==> src/rtl/arx_pkg.sv <==
package arx_pkg;
  typedef enum logic [2:0] {
    ST_IDLE  = 3'd0,
    ST_START = 3'd1,
    ST_DATA  = 3'd2,
    ST_PAR   = 3'd3,
    ST_STOP1 = 3'd4,
    ST_STOP2 = 3'd5,
    ST_BREAK = 3'd6
  } rx_state_t;
endpackage

==> src/rtl/arx_line_sync.sv <==
module arx_line_sync #(
  parameter int STAGES = 2
) (
  input  logic clk,
  input  logic rst,
  input  logic din,
  output logic dout
);
  logic [STAGES-1:0] chain;

  always_ff @(posedge clk) begin
    if (rst) chain <= '1;
    else     chain <= {chain[STAGES-2:0], din};
  end

  assign dout = chain[STAGES-1];
endmodule

==> src/rtl/arx_char_fsm.sv <==
module arx_char_fsm
  import arx_pkg::*;
#(
  parameter int OVS    = 16,
  parameter int DATA_W = 8,
  parameter int LEN_W  = 2
) (
  input  logic              clk,
  input  logic              rst,
  input  logic              tick,
  input  logic              rxd,
  input  logic [LEN_W-1:0]  cfg_len,
  input  logic              cfg_par_en,
  input  logic              cfg_par_odd,
  input  logic              cfg_two_stop,
  output logic [DATA_W-1:0] rx_data,
  output logic              rx_valid,
  output logic              irq_perr,
  output logic              irq_ferr,
  output logic              irq_brk,
  output logic              irq_brkt,
  output logic              brk_active,
  output logic              idle
);
  localparam int PH_W     = $clog2(OVS);
  localparam int IDX_W    = $clog2(DATA_W);
  localparam int MIN_BITS = DATA_W - (2**LEN_W) + 1;

  rx_state_t          state;
  logic [PH_W-1:0]    ph;
  logic [IDX_W-1:0]   idx;
  logic [DATA_W-1:0]  shreg;
  logic               zero_run, stop_bad, par_acc;
  logic [IDX_W-1:0]   last_idx;
  logic               centre, samp_zero, samp_bad;

  assign last_idx  = IDX_W'(MIN_BITS - 1) + IDX_W'(cfg_len);
  assign centre    = (ph == PH_W'(OVS - 1));
  assign samp_zero = zero_run & ~rxd;
  assign samp_bad  = stop_bad | ~rxd;
  assign idle      = (state == ST_IDLE);

  always_ff @(posedge clk) begin
    if (rst) begin
      state      <= ST_IDLE;
      ph         <= '0;
      idx        <= '0;
      shreg      <= '0;
      zero_run   <= 1'b0;
      stop_bad   <= 1'b0;
      par_acc    <= 1'b0;
      rx_data    <= '0;
      rx_valid   <= 1'b0;
      irq_perr   <= 1'b0;
      irq_ferr   <= 1'b0;
      irq_brk    <= 1'b0;
      irq_brkt   <= 1'b0;
      brk_active <= 1'b0;
    end else begin
      rx_valid <= 1'b0;
      irq_perr <= 1'b0;
      irq_ferr <= 1'b0;
      irq_brk  <= 1'b0;
      irq_brkt <= 1'b0;
      if (tick) begin
        case (state)
          ST_IDLE: if (!rxd) begin
            state <= ST_START;
            ph    <= '0;
          end
          ST_START: begin
            if (ph == PH_W'(OVS/2 - 1)) begin
              ph <= '0;
              if (!rxd) begin
                state    <= ST_DATA;
                idx      <= '0;
                shreg    <= '0;
                zero_run <= 1'b1;
                stop_bad <= 1'b0;
                par_acc  <= 1'b0;
              end else begin
                state <= ST_IDLE;
              end
            end else begin
              ph <= ph + 1'b1;
            end
          end
          ST_DATA: begin
            ph <= ph + 1'b1;
            if (centre) begin
              shreg[idx] <= rxd;
              zero_run   <= samp_zero;
              par_acc    <= par_acc ^ rxd;
              if (idx == last_idx) state <= cfg_par_en ? ST_PAR : ST_STOP1;
              else                 idx   <= idx + 1'b1;
            end
          end
          ST_PAR: begin
            ph <= ph + 1'b1;
            if (centre) begin
              zero_run <= samp_zero;
              par_acc  <= par_acc ^ rxd;
              state    <= ST_STOP1;
            end
          end
          ST_STOP1, ST_STOP2: begin
            ph <= ph + 1'b1;
            if (centre) begin
              if (state == ST_STOP1 && cfg_two_stop) begin
                zero_run <= samp_zero;
                stop_bad <= samp_bad;
                state    <= ST_STOP2;
              end else if (samp_zero) begin
                irq_brk    <= 1'b1;
                brk_active <= 1'b1;
                state      <= ST_BREAK;
              end else begin
                rx_data  <= shreg;
                rx_valid <= 1'b1;
                irq_perr <= cfg_par_en & (par_acc ^ cfg_par_odd);
                irq_ferr <= samp_bad;
                state    <= ST_IDLE;
              end
            end
          end
          ST_BREAK: if (rxd) begin
            irq_brkt   <= 1'b1;
            brk_active <= 1'b0;
            state      <= ST_IDLE;
          end
          default: state <= ST_IDLE;
        endcase
      end
    end
  end

  p_brk_no_data_r5: assert property (@(posedge clk) disable iff (rst)
    irq_brk |-> (!rx_valid && !irq_perr && !irq_ferr));
  p_brk_level_r5: assert property (@(posedge clk) disable iff (rst)
    irq_brk |-> brk_active);
  p_brkt_after_brk_r6: assert property (@(posedge clk) disable iff (rst)
    irq_brkt |-> ($past(brk_active) && !brk_active));
  p_perr_with_data_r3: assert property (@(posedge clk) disable iff (rst)
    irq_perr |-> rx_valid);
  p_ferr_with_data_r4: assert property (@(posedge clk) disable iff (rst)
    irq_ferr |-> rx_valid);
  p_valid_pulse_r2: assert property (@(posedge clk) disable iff (rst)
    rx_valid |=> !rx_valid);
  p_strobes_onehot_r5: assert property (@(posedge clk) disable iff (rst)
    $onehot0({rx_valid, irq_brk, irq_brkt}));
endmodule

==> src/rtl/arx_idle_timer.sv <==
module arx_idle_timer #(
  parameter int OVS  = 16,
  parameter int CB_W = 4,
  parameter int TO_W = 8
) (
  input  logic            clk,
  input  logic            rst,
  input  logic            tick,
  input  logic            rxd,
  input  logic            rx_idle,
  input  logic            cfg_to_en,
  input  logic [TO_W-1:0] cfg_to_chars,
  input  logic [CB_W-1:0] char_bits,
  output logic            irq_tout
);
  localparam int PH_W = $clog2(OVS);

  logic [PH_W-1:0] ph;
  logic [CB_W-1:0] bitc;
  logic [TO_W-1:0] charc;
  logic            armed;
  logic            quiet;

  assign quiet = rxd & rx_idle;

  always_ff @(posedge clk) begin
    if (rst) begin
      ph       <= '0;
      bitc     <= '0;
      charc    <= '0;
      armed    <= 1'b1;
      irq_tout <= 1'b0;
    end else begin
      irq_tout <= 1'b0;
      if (!quiet || !cfg_to_en) begin
        ph    <= '0;
        bitc  <= '0;
        charc <= '0;
        if (!quiet) armed <= 1'b1;
      end else if (tick && armed) begin
        ph <= ph + 1'b1;
        if (ph == PH_W'(OVS - 1)) begin
          if (bitc == char_bits - 1'b1) begin
            bitc <= '0;
            if (charc + 1'b1 >= cfg_to_chars) begin
              irq_tout <= 1'b1;
              armed    <= 1'b0;
              charc    <= '0;
            end else begin
              charc <= charc + 1'b1;
            end
          end else begin
            bitc <= bitc + 1'b1;
          end
        end
      end
    end
  end

  p_tout_needs_enable_r8: assert property (@(posedge clk) disable iff (rst)
    irq_tout |-> $past(cfg_to_en));
  p_tout_single_r7: assert property (@(posedge clk) disable iff (rst)
    irq_tout |=> !irq_tout);
  p_tout_quiet_line_r7: assert property (@(posedge clk) disable iff (rst)
    irq_tout |-> $past(rxd));
endmodule

==> src/rtl/async_rx_brk.sv <==
module async_rx_brk #(
  parameter int OVS       = 16,
  parameter int DATA_W    = 8,
  parameter int LEN_W     = 2,
  parameter int TO_W      = 8,
  parameter int SYNC_STGS = 2
) (
  input  logic              clk,
  input  logic              rst,
  input  logic              baud_tick,
  input  logic              rxd,
  input  logic [LEN_W-1:0]  cfg_len,
  input  logic              cfg_par_en,
  input  logic              cfg_par_odd,
  input  logic              cfg_two_stop,
  input  logic              cfg_to_en,
  input  logic [TO_W-1:0]   cfg_to_chars,
  output logic [DATA_W-1:0] rx_data,
  output logic              rx_valid,
  output logic              irq_perr,
  output logic              irq_ferr,
  output logic              irq_brk,
  output logic              irq_brkt,
  output logic              brk_active,
  output logic              irq_tout
);
  localparam int MIN_BITS = DATA_W - (2**LEN_W) + 1;
  localparam int CB_W     = $clog2(DATA_W + 5);

  logic            rxd_s;
  logic            fsm_idle;
  logic [CB_W-1:0] char_bits;

  assign char_bits = CB_W'(MIN_BITS + 2) + CB_W'(cfg_len)
                   + CB_W'(cfg_par_en) + CB_W'(cfg_two_stop);

  arx_line_sync #(.STAGES(SYNC_STGS)) u_sync (
    .clk(clk), .rst(rst), .din(rxd), .dout(rxd_s)
  );

  arx_char_fsm #(.OVS(OVS), .DATA_W(DATA_W), .LEN_W(LEN_W)) u_fsm (
    .clk(clk), .rst(rst), .tick(baud_tick), .rxd(rxd_s),
    .cfg_len(cfg_len), .cfg_par_en(cfg_par_en), .cfg_par_odd(cfg_par_odd),
    .cfg_two_stop(cfg_two_stop),
    .rx_data(rx_data), .rx_valid(rx_valid), .irq_perr(irq_perr),
    .irq_ferr(irq_ferr), .irq_brk(irq_brk), .irq_brkt(irq_brkt),
    .brk_active(brk_active), .idle(fsm_idle)
  );

  arx_idle_timer #(.OVS(OVS), .CB_W(CB_W), .TO_W(TO_W)) u_timer (
    .clk(clk), .rst(rst), .tick(baud_tick), .rxd(rxd_s), .rx_idle(fsm_idle),
    .cfg_to_en(cfg_to_en), .cfg_to_chars(cfg_to_chars),
    .char_bits(char_bits), .irq_tout(irq_tout)
  );
endmodule

==> config.mk <==
export PLATFORM = sky130hd
export DESIGN_NAME = async_rx_brk
export DESIGN_NICKNAME = d
export VERILOG_FILES = /design/src/rtl/arx_pkg.sv /design/src/rtl/arx_line_sync.sv /design/src/rtl/arx_char_fsm.sv /design/src/rtl/arx_idle_timer.sv /design/src/rtl/async_rx_brk.sv
export SDC_FILE = /design/constraint.sdc
export NUM_CORES = 1
export LEC_CHECK = 0
export BUFFER_PORTS_ARGS = -buffer_cell sky130_fd_sc_hd__buf_2
export CAP_MARGIN = 0
export CORE_MARGIN = 2
export CORE_UTILIZATION = 35
export DETAILED_ROUTE_END_ITERATION = 16
export GPL_TIMING_DRIVEN = 0
export SYNTH_ARGS = -nofsm -noshare
export SYNTH_HDL_FRONTEND = slang
export SYNTH_HIERARCHICAL = 1
export SYNTH_SLANG_ARGS = --single-unit
==> constraint.sdc <==
create_clock -name clk -period 6.3 [get_ports clk]
set_input_delay 0.315 -clock clk [delete_from_list [all_inputs] [get_ports clk]]
set_output_delay 0.315 -clock clk [all_outputs]
set_load 0.005 [all_outputs]
# Yosys cells after proc, flatten, opt, wreduce, memory -nomap -nowiden
# Cells that the tools add are included.
dict set report op_classes {
  n_eq_ne 25
  reduce_logical 37
  mul 0
  order_cmp 3
  n_bitwise 16
  addsub 10
  div 0
  n_mux 57
  shift 0
}
# op count
set ops {}
lappend ops {{2-to-1 mux 3 bit} 14}
lappend ops {{2-to-1 mux 8 bit} 4}
lappend ops {{2-to-1 mux 1 bit} 25}
lappend ops {{AND reduction 5 bit} 4}
lappend ops {{case mux 3 bit (6 select lines)} 1}
lappend ops {{AND reduction 6 bit} 3}
lappend ops {{inequality test 2 x 1 -> 1 bit (second input constant)} 8}
lappend ops {{case mux 8 bit (2 select lines)} 1}
lappend ops {{nonzero test 2 bit} 8}
lappend ops {{adder 4 x 1 -> 4 bit (second input constant)} 3}
lappend ops {{2-to-1 mux 4 bit} 3}
lappend ops {{inequality test 2 bit (second input constant)} 6}
lappend ops {{case mux 4 bit (3 select lines)} 1}
lappend ops {{NOT 1 bit} 10}
lappend ops {{OR reduction 5 bit} 2}
lappend ops {{equality test 3 bit (second input constant)} 3}
lappend ops {{adder 4 x 1 -> 4 bit} 2}
lappend ops {{adder 8 x 1 -> 8 bit (second input constant)} 1}
lappend ops {{bitwise mux 8 bit} 1}
lappend ops {{equality test 4 bit (second input constant)} 2}
lappend ops {{>= comparator 8 bit} 1}
lappend ops {{AND reduction 8 bit} 1}
lappend ops {{AND reduction 7 bit} 1}
lappend ops {{equality test 3 x 2 -> 1 bit (second input constant)} 2}
lappend ops {{29 further kinds} 41}
dict set report totals {
  mem_bits_ro 0
  regBits 55
  inputBits 18
  output_inout_bits 15
  n_memories 0
  latchBits 0
  word_cells 168
  ramBits 0
}

# Depth between registers and ports, before layout
# Gate-level depths: netlist of run 1.
dict set report logic_depth {
  ltp_word 9
  depth_mapped 15
  ltp_nobuf 14
}

# Modules after synthesis
# Netlist of run 1, hierarchy kept.
# mod area_per_inst_um2 cells_per_inst seq_area_each_um2 n_inst
set by_module_without_submodules {}
lappend by_module_without_submodules {arx_char_fsm 2026.9 228 700.7 1}
lappend by_module_without_submodules {arx_idle_timer 1187.4 140 360.3 1}
lappend by_module_without_submodules {async_rx_brk 93.8 11 0.0 1}
lappend by_module_without_submodules {arx_line_sync 52.6 4 40.0 1}

# Least setup slack after synthesis of run 1
# No wires, ideal clock.
dict set report synth_timing {
  path_kind {input-to-reg}
  start {input cfg_len[0]}
  end {register u_timer.charc[0]}
  t_required_ns 6.215
  cell_stages 15
  path_buffers 1
  setup_time_ns 0.085
  t_arrival_ns 2.577
  slack_ns 3.638
  cell_sequence {inv_1 > ha_1 > inv_1 > ha_1 > inv_1 > fa_1 > inv_1 > inv_1 > ha_1 > xnor2_1 > nor4_4 > and3_1 > buf_6 > nand3_4 > o31ai_2}
}
dict set report synth_via {
  elab_chain_cells 6
}
# item line
set synth_rtl {}
lappend synth_rtl {{start, declared} async_rx_brk.sv:12} ;# input logic [LEN_W-1:0] cfg_len,
lappend synth_rtl {{adder 3 x 2 -> 4 bit} async_rx_brk.sv:34} ;# assign char_bits = CB_W'(MIN_BITS + 2) + CB_W'(cfg_len)
lappend synth_rtl {{adder 4 x 1 -> 4 bit (2 in a row)} async_rx_brk.sv:35} ;# + CB_W'(cfg_par_en) + CB_W'(cfg_two_stop);
lappend synth_rtl {{net char_bits[1]} async_rx_brk.sv:32} ;# logic [CB_W-1:0] char_bits;
lappend synth_rtl {{subtractor 4 x 1 -> 4 bit} arx_idle_timer.sv:43} ;# if (bitc == char_bits - 1'b1) begin
lappend synth_rtl {{equality test 4 bit} arx_idle_timer.sv:43}
lappend synth_rtl {{AND reduction 3 bit (no line)} --}
lappend synth_rtl {{end signal, assigned} arx_idle_timer.sv:50} ;# charc <= charc + 1'b1;
lappend synth_rtl {{end, declared} arx_idle_timer.sv:20} ;# logic [TO_W-1:0] charc;
# The timed path passes the listed nets, and every way through them passes these cells.
# A chain may end at the register's enable or synchronous reset.

# Worst setup path in the final report of run 1
dict set report layout_timing {
  start {input cfg_two_stop}
  end {register u_timer.charc[0]}
}
dict set report layout_via {
  elab_chain_cells 4
}
# item line
set layout_rtl {}
lappend layout_rtl {{start, declared} async_rx_brk.sv:15} ;# input logic cfg_two_stop,
lappend layout_rtl {{adder 4 x 1 -> 4 bit} async_rx_brk.sv:35}
lappend layout_rtl {{net char_bits[1]} async_rx_brk.sv:32}
lappend layout_rtl {{subtractor 4 x 1 -> 4 bit} arx_idle_timer.sv:43}
lappend layout_rtl {{equality test 4 bit} arx_idle_timer.sv:43}
lappend layout_rtl {{AND reduction 3 bit (no line)} --}
# The timed path passes the listed nets, and every way through them passes these cells.

==> results of run 1 <==
## cells in the final DEF (no fill, tap or decap), types with 3 or more instances in the layout
master / instances
nand3_1: 17
or3b_1: 3
clkbuf_8: 5
clkbuf_1: 9
o21ai_0: 7
nand2_1: 34
xor2_1: 10
and4bb_1: 3
inv_1: 24
nand3b_1: 3
o31ai_1: 5
mux2i_1: 13
o21ai_1: 6
and3_1: 7
ha_1: 21
o311ai_1: 6
a31oi_1: 8
nor3_1: 10
nor2b_1: 5
nor4_1: 3
nor2_1: 28
buf_2: 39
xnor2_1: 13
a21oi_1: 15
o211ai_1: 3
nand4_1: 11
dfxtp_1: 55
and4_1: 3
## power by group through the flow
stage	Sequential [W]	Combinational (W)	Clock [W]
5_1_grt	0.000353	0.0000768	0.000218
2_1_floorplan	0.000360	0.0000483	0
4_1_cts	0.000353	0.0000693	0.000204
3_3_place_gp	0.000361	0.0000668	0
6_report	0.000353	0.0000681	0.000194
3_5_place_dp	0.000361	0.0000689	0
## per-layer routing
metal	track usage, %	routed length [um]
met3	2.94	325
met5	0	0
met2	24.9	3460
met4	4.41	36
met1	20.5	3620
## through the flow
step                      utilization (%)  area (um2)
after global routing                 40.6        3770
after floorplan                         -        3360
final                                40.6        3770
after global placement               39.7        3680
after CTS                            40.6        3770
after detailed placement             39.7        3680
## flip-flops by register name, summed over array words and instances, names as in the netlist, 2 cells and up
name           flops
u_fsm/idx          3
u_fsm/ph           4
u_fsm/rx_data      8
u_fsm/shreg        8
u_fsm/state        3
u_sync/chain       2
u_timer/bitc       4
u_timer/charc      8
u_timer/ph         4
## worst paths after layout
path	startpoint	to	slack, ns	depth (start not counted)
hold reg to reg	u_sync/chain[0]$_SDFF_PP1_	u_sync/chain[1]$_SDFF_PP1_	0.41	1
setup / recovery	cfg_two_stop	u_timer/charc[0]$_SDFFE_PP0P_	3.62	16
setup reg to reg	u_timer/charc[0]$_SDFFE_PP0P_	u_timer/charc[0]$_SDFFE_PP0P_	3.88	10
hold / removal	rxd	u_sync/chain[0]$_SDFF_PP1_	0.19	2
## cell type report
cell class	count	area, um2
Buffer	17	83.8
Clock buffer	6	72.6
Clock inverter	2	12.5
Fill cell	980	5520
Inverter	25	93.8
Multi-Input combinational cell	286	2080
Sequential cell	55	1100
Tap cell	129	161
Timing Repair Buffer	32	160
## critical path, cell delays in order
cell and delay [ns]:
buf_2 0.13, inv_1 0.07, ha_1 0.27, inv_1 0.04, ha_1 0.17, inv_1 0.06, fa_1 0.40, inv_1 0.08
inv_1 0.04, ha_1 0.29, xnor2_1 0.16, nor4_4 0.24, and3_1 0.21, buf_6 0.13, nand3_4 0.09, o31ai_2 0.21
## cells by family after synthesis
logic type	share of synthesized area [%]
muxes	4.21
AOI/OAI and AO/OA	15.4
and+or+nand+nor	27.9
DFF	32.8
xor gates and xnor gates	5.99
adders and majority gates	8.41
buffers and inverters	5.29
==> impl_metrics.json, run 1 <==
{
  "antenna_found_initial": 0,
  "synthToLayoutAreaGrowth_pct": 12.1,
  "crit_required_ns": 6.52,
  "grt_pass1_vias": 2742,
  "cp-end-kind": "register",
  "worstPathArrival_ns": 2.90,
  "max_cap_violations": 0,
  "h-tree-depth": 2,
  "ys_async_sr_fraction_pct": 0,
  "num_vias": 2860,
  "clock_path_buffers": 2,
  "drc": 0,
  "drive_above_1_share_pct": 16.3,
  "row_count": 35,
  "finalWirelength_um": 7440,
  "netSwitchingFraction_pct": 26.0,
  "ys_ff_latch": 55,
  "overflow": 0,
  "yosysWarnings": 6,
  "clk_latency_ns": 0.31,
  "fmax_mhz": 373,
  "ys_seq_area_share_pct": 32.8,
  "p_leak_nw": 1.54,
  "hpwl_um": 5670,
  "synth.most_common_cell": "dfxtp_1",
  "n_antenna_cell": 0,
  "rsz0062_at_grt": "no",
  "dp_cells": 544,
  "synth.largest_area_cell": "dfxtp_1",
  "core_mm2": 0.00928,
  "post-place-ws_ns": 3.27,
  "slew_headroom_pct": 62.0,
  "whs_ns": 0.191,
  "ioPinCount": 33,
  "final-setup-viol-count": 0,
  "ys_types": 72,
  "fin_crit_ns": 2.68,
  "ir_drop_mv": 0.0866,
  "synthFlopType": "dfxtp_1",
  "wl_per_cell_um": 13.5,
  "crit_fanout": 6,
  "synth_area_mm2": 0.00336,
  "cts_tree": "built",
  "grt_pass1_wl_um": 12900,
  "synthDominantCellAreaShare_pct": 32.8,
  "start_util_pct": 36.2,
  "critPathKind": "input pin to register",
  "grt_usage_pct": 15.2,
  "powerDensity_mw_per_mm2": 163,
  "power.internal_w": 0.000455,
  "cts.clk_slew.worst_paths_ns": 0.10,
  "power_frac_seq_pct": 57.4,
  "worst_slew_pin_slew_ns": 0.569,
  "power_frac_comb_pct": 11.1,
  "cts_hold_buf": 0,
  "finClkSkew_ns": 0.00688,
  "syn_nets": 423,
  "synth_area_leaders": "dfxtp_1 (33%), ha_1 (7.8%), mux2i_1 (3.9%)",
  "fin_cells": 552,
  "fp.dieW_um": 102,
  "routed_via_density": 5.18,
  "switchingPower_w": 0.000160,
  "cts_buffers": 5,
  "hold_viol": 0,
  "syn_area_per_cell_um2": 8.77,
  "cts_setup_buffers": 0,
  "synth-edff-count": 0,
  "finalMaxSlewViolations": 0,
  "crit_path_start_kind": "input pin",
  "synth_common_cells": "dfxtp_1 (55), nand2_1 (34), nor2_1 (28)",
  "root_buffer": "clkbuf_8",
  "status": "finished, final reports clean",
  "clock-sinks": 55,
  "routabilityCongestion": 0.867,
  "grt_max_degree": 17,
  "first_iter_violations": 191,
  "pwr-share-clk_pct": 31.5,
  "die_y_um": 102,
  "total_power_w": 0.000614,
  "nets": 462,
  "period_share_pct": 42.5,
  "setup_tns_ns": 0,
  "fin_ws_ns": 3.62,
  "ant_nets": 0,
  "hp-class": "input pin to register",
  "die_area_mm2": 0.0104,
  "detail_route.first_pass.iterations": 4,
  "post_cts_resized": 0,
  "netlist_instances": 383,
  "io_buffers": 32
}
No activity file was read; power rests on OpenSTA's default activity.
==> run 2: changes to the inputs <==
- clock period: 6.3 -> 2.53 ns (I/O delays scaled with it)
==> run 2 against run 1 <==
  * Global-route usage is the same
  * Clock skew is essentially flat
  * Via count grew 1.8%
  * Setup slack lost 3.5 ns
  * Largest power group unchanged
  * Combinational power grew to 2.8 times the previous value
==> impl_metrics.json, run 2 (synthesis results as in run 1) <==
{
  "top_usage_layer": "met2",
  "rr_startpoint": "u_timer/charc[0]$_SDFFE_PP0P_",
  "holdCritStartpoint": "cfg_par_en",
  "powerDensity_mw_per_mm2": 403,
  "hpwl_um": 5670,
  "ir_drop_mv": 0.215,
  "clock_path_buffers": 2,
  "nets": 464,
  "rsz0062_at_grt": "no",
  "detail_route.first_pass.iterations": 5,
  "nFillCells": 980,
  "critPathKind": "input pin to register",
  "drc": 0,
  "grt_usage_pct": 15.2,
  "finClkSkew_ns": 0.00642,
  "crit_fanout": 5,
  "ant_nets": 0,
  "whs_ns": 0.160,
  "cts_tree": "built",
  "max_cap_violations": 0,
  "h-tree-depth": 2,
  "routed_via_density": 5.25,
  "first_iter_violations": 282,
  "hp-class": "input pin to register",
  "cts_buffers": 5,
  "die_area_mm2": 0.0104,
  "met3_usage_pct": 2.94,
  "hold_viol": 0,
  "crit_required_ns": 2.75,
  "start_util_pct": 36.2,
  "antenna_found_initial": 0,
  "num_vias": 2911,
  "final-setup-viol-count": 0,
  "crit_path_start_kind": "input pin",
  "synthToLayoutAreaGrowth_pct": 14.3,
  "wl_per_cell_um": 13.6,
  "grt_pass1_wl_um": 12900,
  "finalWirelength_um": 7520,
  "status": "finished, final reports clean",
  "fp.dieW_um": 102,
  "die_y_um": 102,
  "grt_use_met2_pct": 24.9,
  "globalRouteMet1Util_pct": 20.5,
  "overflow": 0,
  "core_mm2": 0.00928,
  "drive_above_1_share_pct": 19.1,
  "worst_slew_pin_slew_ns": 0.570,
  "n_antenna_cell": 0,
  "cp-end-kind": "register",
  "grt_pass1_vias": 2742,
  "period_share_pct": 94.7,
  "finalMaxSlewViolations": 0,
  "mostFrequentLayoutCell": "dfxtp_1",
  "crit_start": "cfg_len[0]",
  "cts.clk_slew.worst_paths_ns": 0.10,
  "p_leak_nw": 1.55,
  "worstPathArrival_ns": 2.62,
  "root_buffer": "clkbuf_8",
  "clk_latency_ns": 0.31,
  "clock-sinks": 55,
  "fin_crit_ns": 2.39,
  "mostFrequentLayoutCells": "dfxtp_1 (53), buf_2 (38), nand2_1 (34), nor2_1 (28), inv_1 (21)",
  "grt_max_degree": 17,
  "ioPinCount": 33,
  "fmax_mhz": 418,
  "setup_tns_ns": 0,
  "routabilityCongestion": 0.867,
  "dp_cells": 544,
  "fin_cells": 554,
  "row_count": 35,
  "slew_headroom_pct": 62.0,
  "largestRegisters": "u_fsm/rx_data (8), u_fsm/shreg (8), u_timer/charc (8)",
  "io_buffers": 32
}
run 2: path summary, 6_finish.rpt:
kind | slack [ns] | cells after the start | to
worst max-delay path | 0.14 | 15 | u_timer/charc[0]$_SDFFE_PP0P_
worst min-delay path | 0.16 | 2 | u_fsm/irq_perr$_SDFF_PP0_
worst max register to register | 0.19 | 11 | u_timer/charc[0]$_SDFFE_PP0P_
worst min register to register | 0.41 | 1 | u_sync/chain[1]$_SDFF_PP1_
run 2: final cells by class:
cell class | count | area (um2) | area share [%]
Multi-Input combinational cell | 286 | 2130 | 55.5
Sequential cell | 55 | 1110 | 28.8
Timing Repair Buffer | 35 | 188 | 4.88
Tap cell | 129 | 161 | 4.20
Inverter | 25 | 96.3 | 2.51
Clock buffer | 6 | 72.6 | 1.89
Buffer | 16 | 72.6 | 1.89
Clock inverter | 2 | 12.5 | 0.326
run 2: what timing repair did:
action,CTS,global route
gates resized for setup,0,15
endpoints found under the hold margin,0,1
setup endpoints to repair,0,13
hold buffers,0,1
setup buffers,0,2
run 2: critical path, cell delays in order:
cell,delay (ns)
buf_2,0.12
inv_2,0.08
ha_4,0.19
inv_1,0.05
ha_2,0.16
inv_1,0.05
fa_1,0.47
inv_1,0.05
inv_2,0.06
ha_4,0.20
xnor2_2,0.14
nor4_4,0.31
and3_4,0.28
nand3_4,0.11
o31ai_4,0.22
run 2: metal layers:
metal / vias to the layer above / wire (um)
met5: - / 0
met4: 0 / 108
met3: 11 / 325
met2: 78 / 3460
met1: 1354 / 3630
li1: 1468 / -
run 2: metrics by stage:
stage	setup slack, ns	power [W]	instance area [um2]	utilization, %
global placement	-0.236	0.00106	3680	39.7
global route	0.0108	0.00163	3840	41.4
detailed placement	-0.316	0.00107	3680	39.7
floorplan	0.0567	0.00102	3360	-
CTS	0.00775	0.00156	3770	40.6
finish	0.135	0.00155	3840	41.4
run 2: report_power, final:
part           leakage [nW]  internal (W)  switching, W
sequential            0.445      0.000870    0.00000723
clock                0.0412      0.000194      0.000287
combinational          1.06     0.0000782      0.000111
==> run 3: changes to the inputs <==
- CORE_UTILIZATION: 35 -> 59
- PLACE_DENSITY: not set -> 0.8
==> run 3 against run 2 <==
  * Total power grew 7.5%
  * Hold slack worse by 0.051 ns
  * Sequential power about the same
  * Die area decreased by 39%
==> impl_metrics.json, run 3 (synthesis results as in run 1) <==
{
  "status": "finished, final reports clean",
  "start_util_pct": 61.0,
  "crit_required_ns": 2.75,
  "nets": 464,
  "finalWirelength_um": 7640,
  "rr_startpoint": "u_timer/charc[1]$_SDFFE_PP0P_",
  "mostFrequentLayoutCells": "dfxtp_1 (54), buf_2 (37), nand2_1 (34), nor2_1 (28), inv_1 (19)",
  "hold_viol": 0,
  "crit_path_start_kind": "input pin",
  "final_cell_area_mm2": 0.00380,
  "fin_crit_ns": 2.46,
  "row_count": 27,
  "final-setup-viol-count": 0,
  "fp.dieW_um": 79.5,
  "antenna_found_initial": 0,
  "ant_nets": 0,
  "detail_route.first_pass.iterations": 5,
  "worst_slew_pin_slew_ns": 0.584,
  "powerDensity_mw_per_mm2": 437,
  "drive_above_1_share_pct": 19.5,
  "critPathKind": "input pin to register",
  "fmax_mhz": 407,
  "n_antenna_cell": 0,
  "largestRegisters": "u_fsm/rx_data (8), u_fsm/shreg (8), u_timer/charc (8)",
  "io_buffers": 32,
  "wl_per_cell_um": 15.4,
  "grt_pass1_vias": 2691,
  "crit_start": "cfg_len[0]",
  "ioPinCount": 33,
  "hpwl_um": 5620,
  "reg2reg_slack_ns": 0.10,
  "num_vias": 2973,
  "mostFrequentLayoutCell": "dfxtp_1",
  "h-tree-depth": 2,
  "clock-sinks": 55,
  "crit_fanout": 6,
  "core_mm2": 0.00551,
  "rr_worst_depth": 11,
  "place_area_mm2": 0.00361,
  "max_cap_violations": 0,
  "cts_tree": "built",
  "finClkSkew_ns": 0.0120,
  "grt_max_degree": 18,
  "routabilityCongestion": 0.950,
  "worstPathArrival_ns": 2.68,
  "grt_pass1_wl_um": 12200,
  "drc": 0,
  "synthToLayoutAreaGrowth_pct": 13.2,
  "crit_path_end": "u_timer/charc[0]$_SDFFE_PP0P_",
  "cp-end-kind": "register",
  "grt_usage_pct": 24.0,
  "p_leak_nw": 1.57,
  "root_buffer": "clkbuf_8",
  "r2r-end": "u_timer/charc[0]$_SDFFE_PP0P_",
  "die_area_mm2": 0.00632,
  "finalMaxSlewViolations": 0,
  "ir_drop_mv": 0.345,
  "die_y_um": 79.5,
  "hp-class": "input pin to register",
  "period_share_pct": 97.1,
  "cts_buffers": 5,
  "slew_headroom_pct": 61.0,
  "overflow": 0,
  "clock_path_buffers": 2,
  "setup_tns_ns": 0,
  "clk_latency_ns": 0.31,
  "cts.clk_slew.worst_paths_ns": 0.10,
  "first_iter_violations": 149,
  "routed_via_density": 5.98
}
run 3: report_power, final:
group          switching [W]  total (W)  internal [W]  leakage [nW]
combinational       0.000117   0.000206     0.0000887          1.06
clock               0.000285   0.000580      0.000295        0.0581
sequential        0.00000708   0.000878      0.000871         0.444
run 3: stage by stage:
| stage | total power [W] | cells | setup WS [ns] | hold WS (ns) | utilization, % |
|---|---|---|---|---|---|
| floorplan | 0.00102 | 383 | 0.0567 | 0.216 | - |
| global placement | 0.00106 | 487 | -0.240 | 0.305 | 65.6 |
| detailed placement | 0.00107 | 487 | -0.309 | 0.317 | 65.6 |
| CTS | 0.00164 | 496 | 0.00765 | 0.107 | 67.8 |
| global route | 0.00173 | 497 | -0.0275 | 0.131 | 69.1 |
| finish | 0.00166 | 497 | 0.0732 | 0.110 | 69.1 |
run 3: repair_timing:
item                                    4_1_cts  5_1_grt
endpoints found under the setup margin        0       14
setup buffers                                 0        2
hold buffers                                  1        0
hold endpoints to repair                      1        0
gates resized for setup                       0       17
run 3: cell type report:
class                      instances  area, um2
multi-input combinational        286       2140
fill                             468       1700
sequential                        55       1100
timing repair buffer              35        194
inverter                          25       96.3
tap                               72       90.1
buffer                            16       72.6
clock buffer                       5       68.8
clock inverter                     3       43.8
run 3: layer usage:
| layer | part of all wire [%] | GRT usage, % | vias up | routed length, um |
|---|---|---|---|---|
| met5 | 0 | 0 | - | 0 |
| met4 | 1.9 | 9.31 | 0 | 146 |
| met3 | 5.0 | 3.51 | 15 | 382 |
| met2 | 49 | 40.3 | 97 | 3770 |
| met1 | 44 | 30.8 | 1397 | 3340 |
| li1 | - | - | 1464 | - |
run 3: worst min-delay path by stage:
stage / startpoint / depth (start not counted) / endpoint
CTS: cfg_par_en / 2 / u_fsm/irq_perr$_SDFF_PP0_
floorplan: rst / 1 / u_fsm/irq_brk$_SDFF_PP0_
global route: cfg_par_en / 2 / u_fsm/irq_perr$_SDFF_PP0_
detailed placement: rxd / 2 / u_sync/chain[0]$_SDFF_PP1_
global placement: rxd / 2 / u_sync/chain[0]$_SDFF_PP1_
finish: cfg_par_en / 2 / u_fsm/irq_perr$_SDFF_PP0_
run 3: worst max-delay path, cell delays in order:
cell and delay (ns):
buf_4 0.13, inv_4 0.06, ha_4 0.19, inv_1 0.05, ha_2 0.17, inv_2 0.04
fa_1 0.51, inv_2 0.04, inv_2 0.06, ha_4 0.21, xnor2_4 0.13, nor4_4 0.31
and3_4 0.28, nand3_4 0.11, o31ai_2 0.25
